==> config.mk <==
export PLATFORM = sky130hd
export DESIGN_NAME = extWaitCtl
export DESIGN_NICKNAME = d
export VERILOG_FILES = /design/src/rtl/extWaitPkg.sv /design/src/rtl/extWaitSync.sv /design/src/rtl/extWaitData.sv /design/src/rtl/extWaitCtrl.sv /design/src/rtl/extWaitCtl.sv
export SDC_FILE = /design/constraint.sdc
export NUM_CORES = 1
export LEC_CHECK = 0
export BUFFER_PORTS_ARGS = -buffer_cell sky130_fd_sc_hd__buf_2
export CAP_MARGIN = 20
export CORE_AREA = 2 2 39 41
export DETAILED_ROUTE_END_ITERATION = 10
export DIE_AREA = 0 0 41 43
export HOLD_SLACK_MARGIN = 0.06
export SYNTH_ARGS = -nofsm -noshare
export SYNTH_HDL_FRONTEND = slang
export SYNTH_HIERARCHICAL = 1
export SYNTH_SLANG_ARGS = --single-unit
export TNS_END_PERCENT = 20
==> constraint.sdc <==
create_clock -name clk -period 1.4 [get_ports clk]
set_clock_uncertainty 0.1 [all_clocks]
set_input_delay 0.14 -clock clk [delete_from_list [all_inputs] [get_ports clk]]
set_output_delay 0.14 -clock clk [all_outputs]
set_load 0.1 [all_outputs]
==> src/rtl/extWaitPkg.sv <==
package extWaitPkg;

  typedef enum logic [1:0] {
    AREA_OTHER_A = 2'b00,
    AREA_SRAM    = 2'b01,
    AREA_BROM    = 2'b10,
    AREA_OTHER_B = 2'b11
  } areaKindT;

  typedef struct packed {
    logic load;    // accept a new cycle: capture count and pin policy
    logic dec;     // one programmed wait cycle consumed
    logic finish;  // cycle ends at this edge
  } ctlStrobeT;

  typedef enum logic {
    ST_IDLE = 1'b0,
    ST_BUSY = 1'b1
  } ctlStateT;

endpackage

==> src/rtl/extWaitSync.sv <==
module extWaitSync #(
  parameter int STAGES = 2
) (
  input  logic clk,
  input  logic rstN,
  input  logic dIn,
  output logic dOut
);
  logic [STAGES-1:0] chain;

  generate
    for (genvar s = 0; s < STAGES; s++) begin : g_stage
      if (s == 0) begin : g_first
        always_ff @(negedge clk or negedge rstN) begin
          if (!rstN) chain[0] <= 1'b1;
          else       chain[0] <= dIn;
        end
      end else begin : g_next
        always_ff @(negedge clk or negedge rstN) begin
          if (!rstN) chain[s] <= 1'b1;
          else       chain[s] <= chain[s-1];
        end
      end
    end
  endgenerate

  assign dOut = chain[STAGES-1];
endmodule

==> src/rtl/extWaitData.sv <==
module extWaitData
  import extWaitPkg::*;
#(
  parameter int CNT_W       = 3,
  parameter int AREA_W      = 2,
  parameter int SYNC_STAGES = 2
) (
  input  logic              clk,
  input  logic              coldRstN,
  input  logic              ctlRstN,
  input  logic              cfgWr,
  input  logic              cfgWaitEnIn,
  input  logic [AREA_W-1:0] areaType,
  input  logic              isWrite,
  input  logic [CNT_W-1:0]  waitCnt,
  input  logic              waitPinN,
  input  ctlStrobeT         strobes,
  output logic              cntZero,
  output logic              pinHold,
  output logic              waitEn
);
  logic [CNT_W-1:0] cntQ;
  logic             pinUseQ;
  logic             pinSync;
  logic             pinApplies;

  // Enable bit: only a cold reset clears it.
  always_ff @(posedge clk or negedge coldRstN) begin
    if (!coldRstN)  waitEn <= 1'b0;
    else if (cfgWr) waitEn <= cfgWaitEnIn;
  end

  always_comb begin
    unique case (areaKindT'(areaType[1:0]))
      AREA_SRAM: pinApplies = 1'b1;
      AREA_BROM: pinApplies = isWrite;
      default:   pinApplies = 1'b0;
    endcase
  end

  always_ff @(posedge clk or negedge ctlRstN) begin
    if (!ctlRstN) begin
      cntQ    <= '0;
      pinUseQ <= 1'b0;
    end else if (strobes.load) begin
      cntQ    <= waitCnt;
      pinUseQ <= waitEn & pinApplies;
    end else begin
      if (strobes.dec)    cntQ    <= cntQ - 1'b1;
      if (strobes.finish) pinUseQ <= 1'b0;
    end
  end

  extWaitSync #(.STAGES(SYNC_STAGES)) u_sync (
    .clk (clk),
    .rstN(ctlRstN),
    .dIn (waitPinN),
    .dOut(pinSync)
  );

  assign cntZero = (cntQ == '0);
  assign pinHold = pinUseQ & ~pinSync;
endmodule

==> src/rtl/extWaitCtrl.sv <==
module extWaitCtrl
  import extWaitPkg::*;
(
  input  logic      clk,
  input  logic      ctlRstN,
  input  logic      cycStart,
  input  logic      cntZero,
  input  logic      pinHold,
  output ctlStrobeT strobes,
  output logic      stall,
  output logic      cycDone
);
  ctlStateT stateQ;
  ctlStateT stateD;

  always_comb begin
    strobes        = '0;
    stateD         = stateQ;
    if (stateQ == ST_IDLE) begin
      if (cycStart) begin
        strobes.load = 1'b1;
        stateD       = ST_BUSY;
      end
    end else begin
      if (!cntZero) begin
        strobes.dec = 1'b1;
      end else if (!pinHold) begin
        strobes.finish = 1'b1;
        stateD         = ST_IDLE;
      end
    end
  end

  always_ff @(posedge clk or negedge ctlRstN) begin
    if (!ctlRstN) begin
      stateQ  <= ST_IDLE;
      cycDone <= 1'b0;
    end else begin
      stateQ  <= stateD;
      cycDone <= strobes.finish;
    end
  end

  assign stall = (stateQ == ST_BUSY);
endmodule

==> src/rtl/extWaitCtl.sv <==
module extWaitCtl
  import extWaitPkg::*;
#(
  parameter int CNT_W       = 3,
  parameter int AREA_W      = 2,
  parameter int SYNC_STAGES = 2
) (
  input  logic              clk,
  input  logic              coldRstN,
  input  logic              hotRstN,
  input  logic              cfgWr,
  input  logic              cfgWaitEnIn,
  output logic              waitEnOut,
  input  logic              cycStart,
  input  logic [AREA_W-1:0] areaType,
  input  logic              isWrite,
  input  logic [CNT_W-1:0]  waitCnt,
  input  logic              waitPinN,
  output logic              stall,
  output logic              cycDone
);
  logic      ctlRstN;
  logic      cntZero;
  logic      pinHold;
  ctlStrobeT strobes;

  assign ctlRstN = coldRstN & hotRstN;

  extWaitCtrl u_ctrl (
    .clk     (clk),
    .ctlRstN (ctlRstN),
    .cycStart(cycStart),
    .cntZero (cntZero),
    .pinHold (pinHold),
    .strobes (strobes),
    .stall   (stall),
    .cycDone (cycDone)
  );

  extWaitData #(
    .CNT_W(CNT_W), .AREA_W(AREA_W), .SYNC_STAGES(SYNC_STAGES)
  ) u_data (
    .clk        (clk),
    .coldRstN   (coldRstN),
    .ctlRstN    (ctlRstN),
    .cfgWr      (cfgWr),
    .cfgWaitEnIn(cfgWaitEnIn),
    .areaType   (areaType),
    .isWrite    (isWrite),
    .waitCnt    (waitCnt),
    .waitPinN   (waitPinN),
    .strobes    (strobes),
    .cntZero    (cntZero),
    .pinHold    (pinHold),
    .waitEn     (waitEnOut)
  );
endmodule

==> impl_metrics.ini <==
[run_status]
run_status = finished, violations left
violations = setup timing

[place]
gp_congestion = 0.6947
portBuffers = 15
post-place-cells = 78
placed_wire_length_estimate_um = 631.6

[pwr]
power_report.internal_total_mw = 0.8498
irDropWorstVdd_mv = 0.7740
pwr_density_cell_mw_per_mm2 = 2023
seqPwrFrac = 0.272
power_frac_clock = 0.148
leakage_power_nw = 0.3586
combPwrFrac = 0.579
swShare = 0.4173
total_net_switching_power_mw = 0.6085
fin_total_pwr_mw = 1.458

[clock_network]
worstSkewPairLatency_ps = 310
tritoncts = yes
htreeDepth = 1
post_cts.repair.setup_buffers = 0
clock_slew_at_the_register_clock_pins_of_the_worst_setup_and_hold_paths_ps = 60
clockBufferDepth = 2
clock_tree.root_cell = clkbuf_4
numCtsBuffers = 3
clock_sink_count = 9

[floorplan]
dieArea_mm2 = 0.001763
core-area_mm2 = 0.001384
boundaryPins = 16
fp.dieH_um = 43
std_cell_rows = 14
die_x_um = 41
start_util = 0.3264

[routing]
dr_wl_cell_um = 9.478
detailedRoute.firstIterationViolations = 1
drc = 0
postRouteWirelength_um = 853
ant_nets = 0
vias = 386
drt_first_pass_iters = 2
post_dr_vias_cell = 4.289

[synthesis]
postSynthCellCount = 42
yosys.area.top_type_share = 0.3878
seq_area_frac_synth = 0.5042
synth.yosys.warnings = 6
syn-num-nets = 59
post_synth_main_area_contributors = dfrtp_1 (39%), dfstp_2 (12%), ha_1 (11%)
postSynthAreaPerCell_um2 = 10.75
ys_types = 18
synth_top_area_cell = dfrtp_1
syn_area_um2 = 451.7
yosys_register_bits = 9

[critical_path]
cp_data_arrival_time_ps = 1760
timing.setup.critical_path_class = reg -> reg
worst_setup_path_end_kind = flip-flop
reg2reg_to = u_data/pinUseQ$_DFFE_PN0P_
regToRegSetupSlack_ps = -320
timing.rr.start = u_data/u_sync/dOut$_DFF_NN1_
critical_path.max_fanout = 2
cp-start-kind = flip-flop
cp_data_required_time_ps = 1430
reg2reg_depth = 3
crit_path_end = u_data/pinUseQ$_DFFE_PN0P_
setup.worst_path.start = u_data/u_sync/dOut$_DFF_NN1_

[global_routing]
globalRouteOverflowTotal = 0
grt_max_degree = 7
grt_antenna_before_repair = 0
track_usage = 0.1341
grt_pass1_vias = 403
grt_pass1_wl_mm = 1.518

[flow_run]
cap_viol_max_count = 0

[final_layout]
final_nets = 92
area_delta_synth_final_pct = 59.56
fillers = 131
stdcell_count = 90
final_layout_size_suffix_gt1_frac = 0.4459
final_core_util = 0.5208
antenna_cells = 0

[sta]
finalSetupViolCount = 5
fin_worst_setup_slack_ps = -325.0
worstMarginPinSlew_ps = 485.4
report.final.hold_viol_count = 0
timing.hold.ws_ps = 83.41
max-slew-margin-rel = 0.6786
rsz0062_at_grt = yes
report.final.slew_viol_count = 0

[min_path]
hp-class = in -> async
-- flip-flops by register name (all words and copies together) (netlist names) --
| register | flops |
|---|---|
| u_data/cntQ | 3 |
| u_data/waitEn | 1 |
| u_data/pinUseQ | 1 |
| u_ctrl/cycDone | 1 |
| u_ctrl/stall | 1 |
| u_data/u_sync/chain | 1 |
| u_data/u_sync/dOut | 1 |
-- how the worst min path moves through the flow --
| stage | start | slack [ps] | cells after the start | endpoint |
|---|---|---|---|---|
| floorplan | coldRstN | -260 | 0 | u_data/waitEn$_DFFE_PN0P_ |
| global placement | coldRstN | -180 | 1 | u_data/waitEn$_DFFE_PN0P_ |
| detailed placement | coldRstN | -180 | 1 | u_data/waitEn$_DFFE_PN0P_ |
| CTS | coldRstN | 70 | 2 | u_data/waitEn$_DFFE_PN0P_ |
| global route | coldRstN | 80 | 2 | u_data/waitEn$_DFFE_PN0P_ |
| finish | coldRstN | 80 | 2 | u_data/waitEn$_DFFE_PN0P_ |
-- metrics by stage --
step	setup slack [ps]	area [um2]	TNS, ps
final	-325.0	720.7	-847.3
after floorplan	-234.5	452.9	-821.7
after global placement	-261.3	585.6	-1240
after global routing	-372.9	720.7	-1219
after detailed placement	-282.7	585.6	-1299
after CTS	-339.1	708.2	-937.8
-- cells in the mapped netlist --
library cell and number:
or2b_1 2, a21oi_1 1, nand3b_1 1, o22a_1 1, o31a_1 2, nor2b_1 5
ha_1 4, inv_1 7, dfstp_2 2, and2b_1 1, o32ai_1 1, dfrtp_1 7
xnor2_1 1, and2_1 1, o21ai_0 1, mux2_2 1, nor2_1 2, nand2_1 2
-- per-layer routing --
| layer | wire length, um | vias to the layer above | track usage | share of wire |
|---|---|---|---|---|
| met1 | 374 | 174 | 0.1338 | 0.44 |
| met5 | 0 | - | 0 | 0 |
| met3 | 31 | 0 | 0.03141 | 0.036 |
| met4 | 0 | 0 | 0.1000 | 0 |
| li1 | - | 201 | - | - |
| met2 | 447 | 11 | 0.2219 | 0.52 |
-- power groups by stage --
stage	registers, mW	clock network (mW)	logic, mW
finish	0.397	0.216	0.845
global route	0.412	0.255	0.914
CTS	0.399	0.231	0.835
detailed placement	0.400	0.0134	0.747
global placement	0.400	0.0134	0.729
floorplan	0.611	0.0134	0.325
-- cell usage in the layout (no fill, tap or decap), drive strengths merged, types with 2 or more instances in the layout --
master       instances
inv                  8
nand2                2
ha                   4
clkbuf               4
buf                 20
nor2                 2
dfrtp                7
nor2b                5
o31a                 2
dlygate4sd3          7
dfstp                2
or2b                 2
-- kinds of logic (layout without fill, tap and decap cells) --
kind of cell / count (synthesis) / after routing / synth area share
AND/OR/NAND/NOR: 14 / 14 / 0.1828
flip-flops: 9 / 9 / 0.5042
buffers and inverters: 7 / 39 / 0.05818
AO/OA/AOI/OAI: 6 / 6 / 0.09972
adder cells (fa/ha/maj): 4 / 4 / 0.1108
XOR/XNOR: 1 / 1 / 0.01939
multiplexers: 1 / 1 / 0.02493
-- critical path, cell delays in order, from the launching register on --
cell and delay, ps:
dfstp_2 510, nor2_2 40, nor2_2 110, o32ai_2 80
-- final cells by class --
| cell class | count | area [um2] | share of cell area |
|---|---|---|---|
| multi-input combinational | 26 | 232.7 | 0.3229 |
| sequential | 9 | 229.0 | 0.3177 |
| timing repair buffer | 27 | 182.7 | 0.2535 |
| clock buffer | 4 | 26.28 | 0.03646 |
| inverter | 6 | 22.52 | 0.03125 |
| tap | 16 | 20.02 | 0.02778 |
| clock inverter | 2 | 7.507 | 0.01042 |
-- what timing repair did --
action,4_1_cts,5_1_grt
hold buffers,7,0
resized for setup,5,4
endpoints found under the hold margin,11,0
gates cloned,0,0
endpoints found under the setup margin,6,6
pin swaps,1,0
(Power assumes the default switching activity.)
